### src/rtl/perf_pkg.sv
// Package: shared defaults for the performance level quantizer.
// Assumes the request is a fixed-point fraction with one integer bit on top.
package perf_pkg;
    localparam int REQ_W_DEF  = 8;  // request width including the integer bit
    localparam int DROP_W_DEF = 2;  // low request bits that carry no weight
endpackage

### src/rtl/perf_req_decode.sv
// Module: perf_req_decode
// Turns a fixed-point request into a level number. Values with the integer
// bit set are valid only when every fraction bit is zero (exactly 1.0).
// Assumes REQ_W > DROP_W + 1.
module perf_req_decode #(
    parameter int REQ_W     = perf_pkg::REQ_W_DEF,
    parameter int DROP_W    = perf_pkg::DROP_W_DEF,
    parameter int FRAC_W    = REQ_W - 1 - DROP_W,
    parameter int LEVEL_MAX = 1 << FRAC_W,
    parameter int LVL_W     = $clog2(LEVEL_MAX + 1)
) (
    input  logic [REQ_W-1:0] req_code,
    output logic [LVL_W-1:0] dec_level,
    output logic             dec_reserved
);
    logic             int_bit;
    logic             frac_zero;
    logic [FRAC_W-1:0] frac_kept;

    assign int_bit   = req_code[REQ_W-1];
    assign frac_zero = (req_code[REQ_W-2:0] == '0);
    assign frac_kept = req_code[REQ_W-2:DROP_W];

    // Map the integer region to the top level or to the reserved flag.
    always_comb begin
        dec_reserved = 1'b0;
        dec_level    = LVL_W'(frac_kept);
        if (int_bit) begin
            dec_level    = LVL_W'(LEVEL_MAX);
            dec_reserved = !frac_zero;
        end
    end
endmodule

### src/rtl/perf_roundup.sv
// Module: perf_roundup
// Picks the lowest producible level at or above a floor level. The two end
// levels are forced producible, so a result always exists.
// Assumes floor_lvl <= LEVEL_MAX.
module perf_roundup #(
    parameter int LEVEL_MAX = 32,
    parameter int LVL_W     = $clog2(LEVEL_MAX + 1)
) (
    input  logic [LEVEL_MAX:0] cap_mask,
    input  logic [LVL_W-1:0]   floor_lvl,
    output logic [LVL_W-1:0]   lvl_out
);
    logic [LEVEL_MAX:0] forced;
    logic [LEVEL_MAX:0] elig;

    assign forced = cap_mask | {1'b1, {(LEVEL_MAX-1){1'b0}}, 1'b1};

    // One candidate flag per level: producible and not below the floor.
    for (genvar g = 0; g <= LEVEL_MAX; g++) begin : g_elig
        assign elig[g] = forced[g] && (LVL_W'(g) >= floor_lvl);
    end

    // Priority pick of the lowest candidate level.
    always_comb begin
        lvl_out = LVL_W'(LEVEL_MAX);
        for (int i = LEVEL_MAX; i >= 0; i--) begin
            if (elig[i]) lvl_out = LVL_W'(i);
        end
    end
endmodule

### src/rtl/perf_level_regs.sv
// Module: perf_level_regs
// Holds the requested and quantized levels, the change strobe and the
// sticky reserved flag. Assumes next-state values are already resolved.
module perf_level_regs #(
    parameter int LEVEL_MAX = 32,
    parameter int LVL_W     = $clog2(LEVEL_MAX + 1)
) (
    input  logic             clk,
    input  logic             rst_n,
    input  logic             wr_ok,
    input  logic             wr_bad,
    input  logic [LVL_W-1:0] req_next,
    input  logic [LVL_W-1:0] qnt_next,
    output logic [LVL_W-1:0] req_q,
    output logic [LVL_W-1:0] qnt_q,
    output logic             chg_q,
    output logic             err_q
);
    // Level storage; resets to full speed.
    always_ff @(posedge clk) begin
        if (!rst_n) begin
            req_q <= LVL_W'(LEVEL_MAX);
            qnt_q <= LVL_W'(LEVEL_MAX);
        end else begin
            req_q <= req_next;
            qnt_q <= qnt_next;
        end
    end

    // Strobe whenever the quantized level is about to move.
    always_ff @(posedge clk) begin
        if (!rst_n) chg_q <= 1'b0;
        else        chg_q <= (qnt_next != qnt_q);
    end

    // Sticky reserved flag; a valid write clears it.
    always_ff @(posedge clk) begin
        if (!rst_n)      err_q <= 1'b0;
        else if (wr_ok)  err_q <= 1'b0;
        else if (wr_bad) err_q <= 1'b1;
    end
endmodule

### src/rtl/perf_level_quantizer.sv
// Module: perf_level_quantizer
// Top level: decodes a fractional performance write and rounds it up to a
// producible clock level. Assumes cap_mask is synchronous to clk.
module perf_level_quantizer #(
    parameter int REQ_W     = perf_pkg::REQ_W_DEF,
    parameter int DROP_W    = perf_pkg::DROP_W_DEF,
    parameter int LEVEL_MAX = 1 << (REQ_W - 1 - DROP_W),
    parameter int LVL_W     = $clog2(LEVEL_MAX + 1)
) (
    input  logic               clk,
    input  logic               rst_n,
    input  logic               wr_en,
    input  logic [REQ_W-1:0]   wr_data,
    input  logic [LEVEL_MAX:0] cap_mask,
    output logic [LVL_W-1:0]   req_level,
    output logic [LVL_W-1:0]   qnt_level,
    output logic               lvl_chg,
    output logic               rsv_err
);
    logic [LVL_W-1:0] dec_level;
    logic             dec_reserved;
    logic             wr_ok;
    logic             wr_bad;
    logic [LVL_W-1:0] req_next;
    logic [LVL_W-1:0] qnt_next;

    perf_req_decode #(
        .REQ_W(REQ_W), .DROP_W(DROP_W),
        .FRAC_W(REQ_W - 1 - DROP_W), .LEVEL_MAX(LEVEL_MAX), .LVL_W(LVL_W)
    ) u_dec (
        .req_code(wr_data), .dec_level(dec_level), .dec_reserved(dec_reserved)
    );

    // Qualify the write and select the next requested level.
    always_comb begin
        wr_ok    = wr_en && !dec_reserved;
        wr_bad   = wr_en && dec_reserved;
        req_next = wr_ok ? dec_level : req_level;
    end

    perf_roundup #(.LEVEL_MAX(LEVEL_MAX), .LVL_W(LVL_W)) u_rnd (
        .cap_mask(cap_mask), .floor_lvl(req_next), .lvl_out(qnt_next)
    );

    perf_level_regs #(.LEVEL_MAX(LEVEL_MAX), .LVL_W(LVL_W)) u_regs (
        .clk(clk), .rst_n(rst_n), .wr_ok(wr_ok), .wr_bad(wr_bad),
        .req_next(req_next), .qnt_next(qnt_next),
        .req_q(req_level), .qnt_q(qnt_level), .chg_q(lvl_chg), .err_q(rsv_err)
    );
endmodule

### config.mk
export PLATFORM = sky130hd
export DESIGN_NAME = perf_level_quantizer
export DESIGN_NICKNAME = d
export VERILOG_FILES = /design/src/rtl/perf_pkg.sv /design/src/rtl/perf_req_decode.sv /design/src/rtl/perf_roundup.sv /design/src/rtl/perf_level_regs.sv /design/src/rtl/perf_level_quantizer.sv
export SDC_FILE = /design/constraint.sdc
export NUM_CORES = 1
export LEC_CHECK = 0
export BUFFER_PORTS_ARGS = -buffer_cell sky130_fd_sc_hd__buf_2
export CAP_MARGIN = 30
export CORE_UTILIZATION = 30
export DETAILED_ROUTE_END_ITERATION = 8
export PLACE_DENSITY = 0.52
export SETUP_SLACK_MARGIN = 0.2
export SLEW_MARGIN = 20
export SYNTH_ARGS = -nofsm -noshare
export SYNTH_HDL_FRONTEND = slang
export SYNTH_HIERARCHICAL = 1
export SYNTH_SLANG_ARGS = --single-unit
### constraint.sdc
create_clock -name clk -period 6.4 [get_ports clk]
set_input_delay 0.32 -clock clk [delete_from_list [all_inputs] [get_ports clk]]
set_output_delay 0.32 -clock clk [all_outputs]
set_load 0.01 [all_outputs]
Yosys cells after proc, flatten, opt, wreduce, memory -nomap -nowiden:

Cells that the tools add are included.

* register bits: 14
* latch bits: 0
* RAM bits: 0
* bits in read-only memories: 0
* input bits: 44
* output and inout port bits: 14
* word-level logic and storage cells: 110
* memories kept: 0

* add/sub/neg operators: 0
* multiply operators: 0
* div/mod/pow operators: 0
* magnitude comparators: 32
* equality and inequality tests: 1
* shift operators: 0
* multiplexer cells: 35
* bitwise gates (word level): 1
* reduce and logical (&&, ||, !) cells: 37

Operator list (number)
* $mux W6: 34
* $ge A5 B6 Y1 const A: 16
* $ge A4 B6 Y1 const A: 8
* $logic_and A1 B1 Y1: 33
* $ge A3 B6 Y1 const A: 4
* $ge A1 B6 Y1 const A: 2
* $ge A2 B6 Y1 const A: 2
* $logic_not A7 Y1: 1
* $ne A6 B6 Y1: 1
* $logic_not A1 Y1: 2
* $reduce_or A2 Y1: 1
* $mux W1: 1
* $not A1 Y1: 1

Depth between registers and ports, before layout:

Gate-level depths: netlist (run 1).

* depth after elaboration: 41
* depth in mapped cells: 16
* mapped depth without buffers: 13

By module:

Netlist (run 1), hierarchy kept.

Modules (own cells, without submodules)
* perf_roundup: times used 1, cells each 177, area each 1192.4 um^2, seq. area each 0.0 um^2
* perf_level_regs: times used 1, cells each 37, area each 445.4 um^2, seq. area each 280.3 um^2
* perf_level_quantizer: times used 1, cells each 10, area each 126.4 um^2, seq. area each 0.0 um^2
* perf_req_decode: times used 1, cells each 9, area each 63.8 um^2, seq. area each 0.0 um^2

Worst setup path after synthesis (run 1):

No wires, ideal clock.

* kind: input to register
* start: input wr_data[1]
* end: register u_regs.chg_q
* arrival time: 2906 ps
* path slack: 3374 ps
* stages on the path: 16
* cell sequence: nor4_2 -> a21boi_1 -> nand2b_4 -> buf_6 -> mux2_4 -> buf_6 -> buf_6 -> nor3_1 -> o21ai_2 -> o21ai_1 -> a21oi_1 -> a2111oi_4 -> o32ai_1 -> xnor2_1 -> nand4_1 -> o31a_1

* cells in the longest elaborated chain, start to end: 41
* elaborated cells between the ends (all ways): 102

Ends and longest elaborated chain
* start: declaration: RTL line perf_level_quantizer.sv:13 `input logic [REQ_W-1:0] wr_data,`
* $logic_not A7 Y1 (*): RTL line perf_req_decode.sv:21 `assign frac_zero = (req_code[REQ_W-2:0] == '0);`
* $logic_not A1 Y1 (*): RTL line perf_req_decode.sv:30 `dec_reserved = !frac_zero;`
* $mux W1 (*): RTL line perf_req_decode.sv:28 `if (int_bit) begin`
* named net dec_reserved: RTL line perf_level_quantizer.sv:21 `logic dec_reserved;`
* $logic_not A1 Y1 (*): RTL line perf_level_quantizer.sv:36 `wr_ok = wr_en && !dec_reserved;`
* $logic_and A1 B1 Y1 (*): RTL line perf_level_quantizer.sv:36
* $mux W6 (*): RTL line perf_level_quantizer.sv:38 `req_next = wr_ok ? dec_level : req_level;`
* named net req_next[1]: RTL line perf_level_quantizer.sv:24 `logic [LVL_W-1:0] req_next;`
* $ge A5 B6 Y1: RTL line perf_roundup.sv:20 `assign elig[g] = forced[g] && (LVL_W'(g) >= floor_lvl);`
* $logic_and A1 B1 Y1: RTL line perf_roundup.sv:20
* $mux W6 (31 in series): RTL line perf_roundup.sv:27 `if (elig[i]) lvl_out = LVL_W'(i);`
* $mux W6 (*): RTL line perf_roundup.sv:27
* named net qnt_next[0]: RTL line perf_level_quantizer.sv:25 `logic [LVL_W-1:0] qnt_next;`
* $ne A6 B6 Y1 (*): RTL line perf_level_regs.sv:33 `else chg_q <= (qnt_next != qnt_q);`
* end signal: assignment: RTL line perf_level_regs.sv:33
* end: declaration: RTL line perf_level_regs.sv:16 `output logic chg_q,`

The timed path passes the listed nets; every way through them passes the cells marked *.
A chain may end at the register's enable or synchronous reset.

Final worst setup path (run 1):

Same ends and word-level chain as after synthesis.

==> results.md, run 1 <==
* Mapped Area at 0.00183 sq mm
* Final Cycle Share at 50.2%
* Core Area at 0.00589 sq mm
* Antenna Cells at 0
* Int Pwr at 0.202 mW
* Worst reg2reg path depth at 10
* Worst min-delay path startpoint: rst_n
* Worst path slowest cell: mux2_4
* Adder-cell share of the synthesized area at 1.16%
* Share of cells above drive strength 1 at 32.5%
* Most frequent cells after synthesis: 21 x a21oi_1, 14 x dfxtp_1, 14 x nand2_1
* Setup Total Neg Slack at 0 ns
* Crit-path max FO at 12
* Top post-synthesis cells by area: dfxtp_1 15%, a21oi_1 5.7%, mux2_4 4.9%, and2_1 4.4%, buf_6 4.3%
* Vias in the first global route at 1,775
* RD Place Congestion at 0.853
* Hold buffers post-CTS at 0
* Clock share of power at 22.1%
* Max IR drop VDD at 120 uV
* # Post-CTS Setup Buffers at 0
* First drt pass iteration count at 5
* GRT Total Usage at 16.8%
* Detailed Route Iter0 Violations at 102
* Largest net degree at the start of global routing at 29
* Post-synthesis mux area share at 4.93%
* Die Width at 80.1 um
* Grt total ovfl at 0
* Num CTS Buffers at 3
* Switch Pwr at 0.116 mW
* Clk_skew at 0.00248 ns
* Hold Crit Depth at 2
* CP top delay family: compound AO/OA/AOI/OAI gates
* Area leader, netlist: dfxtp_1
* Post-CTS sizing at 0
* Total wire length at 5420 um
* Antenna-violating nets left at 0
* CTS Buffer Depth at 2
* Setup-failing EPs final at 0
* Area added between synthesis and finish at 15.7%
* Die area at 0.00641 sq mm
* Syn_area_per_cell at 7.85 sq um
* FF-to-FF setup slack at 3.66 ns
* Slew @ Worst Pin at 0.509 ns
* R2r endpoint: u_regs/chg_q
* Hpwl dp at 4180 um
* CTS tree: yes
* Fmax at 0.311 GHz
* Total of max-cap violations at 0
* Die height at 80.1 um
* RSZ-0062 raised after global routing: no
* Gate power share at 46.6%
* Sequential fraction of the synthesis area at 15.3%
* Port-buffer cells at 55
* Simple-Gate Fraction of Synth Area at 26.4%
* Tmin final at 3.21 ns
* Buf+Inv Stages, Crit Path at 1
* Worst-Skew Late Latency at 0.24 ns
* Synth warnings at 6
* R2r startpoint: u_regs/req_q[4]
* CTS H-Tree Depth at 1
* Worst Hold End: u_regs/req_q[5]
* Setup CP Type: in2reg
* Drt drc at 0
* Post-synth cell types at 68
* CP cell instances: buf_2 -> nor4_2 -> a21boi_1 -> nand2b_4 -> mux2_4 -> nor2_4 -> nand3_1 -> a32oi_1 -> o221ai_1 -> o2bb2ai_1 -> o32ai_1 -> xnor2_1 -> nand4_1 -> o31a_1
* CP max stage delay at 0.42 ns
* Leak at 0.881 nW
* Post-Synth XOR/XNOR Area at 3.29%
* Critical Path RT at 6.53 ns
* Final nets at 323
* Power per cell area at 150 mW/mm^2
* CTS clock-pin slew for the worst setup and hold paths at 0.05 ns
* Main synth FF type: dfxtp_1
* Count leader, synth: a21oi_1
* Routed len/inst at 15.4 um
* Root buf cell: clkbuf_8
* Final number of hold-violating endpoints at 0
* Dpl cells at 349
* Arrival time at the worst endpoint at 3.34 ns
* Compound-Gate Fraction of Synth Area at 39.7%
* Yosys top cell area share at 15.3%
* Post-synth EDFFs at 0
* Final Max Slew Viols at 0
* Critical Path Source Type: input pin
* Status: completed
* Vias at 1,951
* Initial antenna violation count at 0
* Clock Sinks at 14
* Synthesized Nets at 277
* IO Count at 58
* Largest family of logic cells by synthesized area: compound AO/OA/AOI/OAI gates
* Fillcell total at 652
* Row count at 28
* Yosys reg bits at 14
* First-pass GRT wire length at 8490 um
* Switch share at 36.6%
* Hold Path Class: in2reg
* Post-Synthesis Cells at 233
* Slew HR at 65.9%
* Seq pwr share at 31.2%
* Final Non-Filler Cells at 352
* Worst Setup End Kind: flop
* Avg Vias per Cell at 5.54
* Initial Util at 31.1%
* Ys async rst share at 0%
==> cell usage in the layout, fill, tap and decap left out, types with 3 or more instances in the layout <==
master,synthesis,layout
o21ai_1,7,7
a31oi_1,3,3
a21oi_1,21,21
nor2_1,13,13
a21boi_0,3,3
mux2_4,6,6
nand3_1,7,7
o21a_1,3,3
buf_2,2,55
nor2b_1,7,7
xnor2_1,3,3
and2_1,13,13
inv_1,10,10
nand2_1,14,14
nand2b_1,7,7
o21ai_0,13,13
nor3b_1,3,3
nand4_1,3,3
a32oi_1,3,3
nor3_1,5,5
o22ai_1,3,3
o211ai_1,7,7
dfxtp_1,14,14
clkbuf_8,0,3
==> power by group through the flow <==
| stage | combinational, mW | clock (mW) | sequential [mW] |
|---|---|---|---|
| floorplan | 0.104 | 0 | 0.105 |
| global placement | 0.148 | 0 | 0.101 |
| detailed placement | 0.147 | 0 | 0.101 |
| CTS | 0.148 | 0.0731 | 0.0994 |
| global route | 0.162 | 0.0779 | 0.100 |
| finish | 0.148 | 0.0704 | 0.0993 |
==> worst register-to-register path, cell delays in order, from the launching register on <==
cell and delay [ns]:
dfxtp_1 0.31, mux2_4 0.36, nor2_4 0.26, nand3_1 0.31
a32oi_1 0.33, o221ai_1 0.16, o2bb2ai_1 0.14, o32ai_1 0.24
xnor2_1 0.17, nand4_1 0.10, o31a_1 0.24
==> per-layer routing <==
layer  wire [um]  global-route usage, %  up-vias
li1            -                      -      956
met1        2500                   21.8      888
met2        2300                   26.3       93
met3         489                   3.98       14
met4         131                   7.50        0
met5           0                      0        -
==> stage by stage <==
stage	power, mW	util (%)	cell area, sq um	setup WS (ns)	hold slack [ns]
finish	0.318	35.9	2120	3.19	0.363
global route	0.340	35.9	2120	2.96	0.371
CTS	0.321	35.9	2120	3.19	0.362
detailed placement	0.248	35.2	2070	2.93	0.497
global placement	0.249	35.2	2070	2.93	0.485
floorplan	0.209	-	1830	3.37	0.393
==> worst max-delay path by stage <==
stage / from / endpoint / slack [ns] / cells after the start
final: wr_data[1] / u_regs/chg_q / 3.19 / 14
after floorplan: wr_data[1] / u_regs/chg_q / 3.37 / 16
after global routing: wr_data[1] / u_regs/chg_q / 2.96 / 14
after CTS: wr_data[1] / u_regs/chg_q / 3.19 / 14
after detailed placement: wr_data[1] / u_regs/chg_q / 2.93 / 14
after global placement: wr_data[1] / u_regs/chg_q / 2.93 / 14
==> cells by family (layout without fill, tap and decap cells) <==
kind of cell / after synthesis / count (layout)
AO/OA/AOI/OAI: 95 / 95
AND/OR/NAND/NOR: 84 / 84
buffers and inverters: 26 / 70
flip-flops: 14 / 14
XOR/XNOR: 6 / 6
multiplexers: 6 / 6
adder cells (fa/ha/maj): 2 / 2
==> sequential cells by signal (all words and copies together) (netlist names) <==
| signal | cells |
|---|---|
| u_regs/err_q | 1 |
| u_regs/req_q | 6 |
| u_regs/qnt_q | 6 |
| u_regs/chg_q | 1 |
==> final cells by class <==
cell class	instances	area [sq um]	area share, %
Multi-Input combinational cell	193	1380	65.2
Sequential cell	14	280	13.2
Timing Repair Buffer	55	275	13.0
Tap cell	75	93.8	4.44
Inverter	12	45.0	2.13
Clock buffer	3	41.3	1.95
No activity file was read; power rests on OpenSTA's default activity.
==> run 2: changes to the inputs <==
- PLACE_DENSITY: 0.52 -> 0.54
- clock period: 6.4 -> 2.9 ns (I/O delays scaled with it)
==> results.md, run 2 (synthesized netlist as in run 1, its figures left out) <==
* CP cell instances: buf_6 -> nor4_4 -> a21boi_1 -> nand2b_4 -> mux2_4 -> and2_2 -> a31oi_4 -> and2_1 -> a2bb2o_4 -> a2111oi_4 -> o32ai_2 -> xnor2_1 -> nand4_1 -> o31a_1
* CP max stage delay at 0.38 ns
* Worst Hold End: u_regs/qnt_q[5]
* Most common cell after layout, fill and taps aside: buf_4
* RD Place Congestion at 0.887
* IO Count at 58
* Worst min-delay path startpoint: rst_n
* CTS clock-pin slew for the worst setup and hold paths at 0.05 ns
* GRT Total Usage at 19.6%
* Antenna Cells at 0
* Vias at 2,201
* Leak at 1.21 nW
* Failing checks: negative setup slack
* Total wire length at 6340 um
* Final Cycle Share at 100%
* Tmin final at 2.90 ns
* Critical Path RT at 3.02 ns
* Share of cells above drive strength 1 at 50.0%
* Hold Crit Depth at 2
* First drt pass iteration count at 4
* Drt drc at 0
* Initial Util at 31.1%
* First-pass GRT wire length at 9730 um
* Hpwl dp at 4960 um
* Crit-path max FO at 8
* Most frequent cells in the layout: 57 x buf_4, 53 x buf_2, 17 x a21oi_1
* Detailed Route Iter0 Violations at 153
* Final Non-Filler Cells at 413
* FF-to-FF setup slack at 0.32 ns
* Pre-CTS setup slack at -0.323 ns
* Initial antenna violation count at 0
* Setup-failing EPs final at 1
* Setup CP Type: in2reg
* Max IR drop VDD at 265 uV
* Worst reg2reg path depth at 10
* CTS Buffer Depth at 2
* Regs by FF count: u_regs/qnt_q: 6 flops, u_regs/req_q: 6 flops
* Die height at 80.1 um
* Vias in the first global route at 2,128
* Worst path slowest cell: mux2_4
* Final number of hold-violating endpoints at 0
* Arrival time at the worst endpoint at 3.03 ns
* Clk_skew at 0.00676 ns
* Routed len/inst at 15.3 um
* Fmax at 0.344 GHz
* Die Width at 80.1 um
* Hold Path Class: in2reg
* Port-buffer cells at 55
* Row count at 28
* Largest net degree at the start of global routing at 15
* Hold buffers post-CTS at 0
* Final core utilization at 46.4%
* Power per cell area at 300 mW/mm^2
* WHS at 0.205 ns
* Status: finished, violations left
* RSZ-0062 raised after global routing: yes
* Slew HR at 69.0%
* Dpl cells at 402
* Clock Sinks at 14
* Final Worst Setup Slack at -0.00464 ns
* Area added between synthesis and finish at 49.4%
* Worst-Skew Late Latency at 0.24 ns
* CTS H-Tree Depth at 1
* Num CTS Buffers at 3
* R2r startpoint: u_regs/req_q[3]
* Root buf cell: clkbuf_8
* Area after DPL at 0.00251 sq mm
* Total of max-cap violations at 0
* Core Area at 0.00589 sq mm
* Final nets at 384
* Finished Cell Area at 0.00273 sq mm
* Worst Setup End Kind: flop
* CTS tree: yes
* R2r endpoint: u_regs/chg_q
* Antenna-violating nets left at 0
* Grt total ovfl at 0
* Die area at 0.00641 sq mm
* Final Max Slew Viols at 0
* Critical Path Source Type: input pin
* Avg Vias per Cell at 5.33
* Slew @ Worst Pin at 0.463 ns
## run 2: metrics by stage
stage | setup TNS (ns) | power (mW)
6_report | -0.00464 | 0.819
5_1_grt | -0.130 | 0.875
4_1_cts | 0 | 0.800
3_5_place_dp | -0.342 | 0.628
3_3_place_gp | -0.270 | 0.630
2_1_floorplan | 0 | 0.465
## run 2: report_power, final
group / internal [mW] / switching [mW]
registers: 0.209 / 0.0100
logic: 0.228 / 0.219
clock network: 0.0915 / 0.0617
## run 2: cell type report
| class | instances | area [sq um] |
|---|---|---|
| clock buffers | 3 | 41.3 |
| fillers | 627 | 3150 |
| inverters | 12 | 45.0 |
| multi-input cells | 194 | 1500 |
| flip-flops and latches | 14 | 280 |
| well taps | 75 | 93.8 |
| repair buffers | 115 | 767 |
## run 2: repair_timing
action / in CTS / in global routing
setup endpoints to repair: 1 / 5
pin swaps: 5 / 11
buffers inserted: 3 / 4
resized for setup: 10 / 15
cloned: 0 / 1
## run 2: how the worst max path moves through the flow
stage,from,endpoint,slack (ns),cells after the start
global route,wr_data[1],u_regs/chg_q,-0.13,14
global placement,wr_data[1],u_regs/chg_q,-0.27,14
finish,wr_data[1],u_regs/chg_q,-0.005,14
CTS,wr_data[1],u_regs/chg_q,0.0007,14
detailed placement,wr_data[1],u_regs/chg_q,-0.32,14
floorplan,wr_data[1],u_regs/chg_q,0.08,16
## run 2: metal layers
layer | global-route usage (%) | part of all wire (%) | wire length, um | vias to the layer above
met5 | 0 | 0 | 0 | -
met4 | 9.11 | 3.7 | 235 | 0
met3 | 2.39 | 6.7 | 425 | 18
met2 | 33.8 | 45 | 2880 | 87
met1 | 24.0 | 44 | 2800 | 1015
li1 | - | - | - | 1081
## run 2: critical path: cells and delay by family
| kind | cells | cell delay, ns |
|---|---|---|
| buffers and inverters | 1 | 0.10 |
| AND/OR/NAND/NOR | 5 | 0.94 |
| AO/OA/AOI/OAI | 6 | 1.29 |
| multiplexers | 1 | 0.38 |
| XOR/XNOR | 1 | 0.17 |
==> run 3: changes to the inputs <==
- CORE_UTILIZATION: 30 -> 45
- PLACE_DENSITY: 0.54 -> 0.71
==> results.md, run 3 (synthesized netlist as in run 1, its figures left out) <==
* Status: finished, violations left
* Failing checks: negative setup slack
* R2r endpoint: u_regs/chg_q
* Antenna-violating nets left at 0
* Worst min-delay path startpoint: rst_n
* Fillcell total at 270
* Tmin final at 2.97 ns
* FF-to-FF setup slack at 0.26 ns
* Slew HR at 73.8%
* Port-buffer cells at 55
* Num CTS Buffers at 3
* Worst path slowest cell: mux2_4
* Die height at 65.7 um
* Worst Hold End: u_regs/qnt_q[5]
* Grt total ovfl at 0
* Initial antenna violation count at 0
* CTS clock-pin slew for the worst setup and hold paths at 0.06 ns
* Leak at 1.25 nW
* CTS H-Tree Depth at 1
* CTS tree: yes
* RD Place Congestion at 0.945
* Drt drc at 0
* GRT Total Usage at 30.4%
* Clk_skew at 0.00159 ns
* Register Area at 280 sq um
* Area added between synthesis and finish at 54.7%
* Final number of hold-violating endpoints at 0
* Hold Crit Depth at 2
* Share of cells above drive strength 1 at 53.8%
* Die area at 0.00432 sq mm
* Slew @ Worst Pin at 0.392 ns
* Finished Cell Area at 0.00283 sq mm
* Worst-Skew Late Latency at 0.25 ns
* Row count at 22
* Crit-path max FO at 8
* Die Width at 65.7 um
* Power per cell area at 311 mW/mm^2
* Total of max-cap violations at 0
* Hpwl dp at 4570 um
* Largest net degree at the start of global routing at 15
* Footprint of the multi-input gates at 0.00156 sq mm
* Arrival time at the worst endpoint at 3.12 ns
* Critical Path RT at 3.04 ns
* Clock Sinks at 14
* Worst Setup End Kind: flop
* Root buf cell: clkbuf_8
* CP max stage delay at 0.36 ns
* R2r startpoint: u_regs/req_q[4]
* Final nets at 387
* Setup-failing EPs final at 1
* First drt pass iteration count at 5
* Most common cell after layout, fill and taps aside: buf_4
* Final Worst Setup Slack at -0.0733 ns
* Vias at 2,300
* Initial Util at 48.5%
* Core Area at 0.00377 sq mm
* Final Max Slew Viols at 0
* Avg Vias per Cell at 5.90
* Most frequent cells in the layout: 54 x buf_4, 53 x buf_2, 15 x a21oi_1
* Regs by FF count: u_regs/qnt_q: 6 flops, u_regs/req_q: 6 flops
* Hold Path Class: in2reg
* Area after DPL at 0.00247 sq mm
* Setup CP Type: in2reg
* Final core utilization at 75.0%
* Critical Path Source Type: input pin
* Antenna Cells at 0
* Routed len/inst at 16.8 um
* CTS Buffer Depth at 2
* Max IR drop VDD at 282 uV
* Vias in the first global route at 2,177
* Hold buffers post-CTS at 0
* Detailed Route Iter0 Violations at 159
* First-pass GRT wire length at 10,100 um
* Worst reg2reg path depth at 12
* Fmax at 0.336 GHz
* RSZ-0062 raised after global routing: yes
* Total wire length at 6550 um
* CP cell instances: buf_6 -> nor4_4 -> a21boi_1 -> nand2b_4 -> mux2_4 -> buf_12 -> buf_4 -> nor2_4 -> nand3_2 -> a32oi_1 -> o221ai_1 -> o2bb2ai_1 -> o32ai_2 -> xnor2_1 -> nand4_1 -> o31a_1
* Final Cycle Share at 103%
* IO Count at 58
## run 3: cell types whose count changed in the layout (fill, tap and decap cells not counted), moves of 2 or more
cell	change
o21ai_1	-3
and2_1	-2
buf_12	+2
buf_6	+4
and2_4	+3
a21oi_2	+2
o21ai_0	+2
a21oi_1	-2
buf_4	-3
## run 3: power breakdown
part | switching [mW] | total [mW] | internal (mW)
clock | 0.0738 | 0.194 | 0.121
combinational | 0.232 | 0.466 | 0.234
sequential | 0.0108 | 0.220 | 0.209
## run 3: repair_timing
item                       4_1_cts  5_1_grt
pin swaps                       13       31
cloned                           1        0
resized for setup               14       28
setup endpoints to repair        1        4
setup buffers                    7        6
## run 3: critical path, delay by kind of cell
kind                   cells  cell delay [ns]
multiplexers               1             0.36
XOR/XNOR                   1             0.17
buffers and inverters      3             0.39
AND/OR/NAND/NOR            5             0.86
AO/OA/AOI/OAI              6             1.21
## run 3: worst max path at each step
stage | slack [ns] | cells after the start | startpoint | endpoint
after CTS | 0.06 | 15 | wr_data[6] | u_regs/chg_q
after floorplan | 0.08 | 16 | wr_data[1] | u_regs/chg_q
after global placement | -0.22 | 13 | wr_data[1] | u_regs/chg_q
after global routing | -0.21 | 17 | wr_data[1] | u_regs/chg_q
final | -0.07 | 16 | wr_data[1] | u_regs/chg_q
after detailed placement | -0.29 | 13 | wr_data[1] | u_regs/chg_q
## run 3: layout make-up
cell class,instances,share of cell area (%)
clock buffer,4,1.95
inverter,12,1.68
multi-input combinational,194,55.0
sequential,14,9.91
tap,48,2.12
timing repair buffer,118,29.3
## run 3: stage by stage
stage,hold slack (ns),instances,power (mW),setup TNS (ns),setup slack (ns)
after detailed placement,0.435,372,0.615,-0.286,-0.286
after CTS,0.181,384,0.833,0,0.0612
final,0.180,390,0.880,-0.0733,-0.0733
after global placement,0.434,372,0.610,-0.220,-0.220
after floorplan,0.218,233,0.465,0,0.0766
after global routing,0.206,390,0.926,-0.212,-0.212
## run 3: metal layers
layer | wire (um) | GRT usage (%) | up-vias
li1 | - | - | 1084
met1 | 2670 | 37.2 | 1080
met2 | 3150 | 50.8 | 107
met3 | 452 | 3.65 | 29
met4 | 276 | 17.4 | 0
met5 | 0 | 0 | -
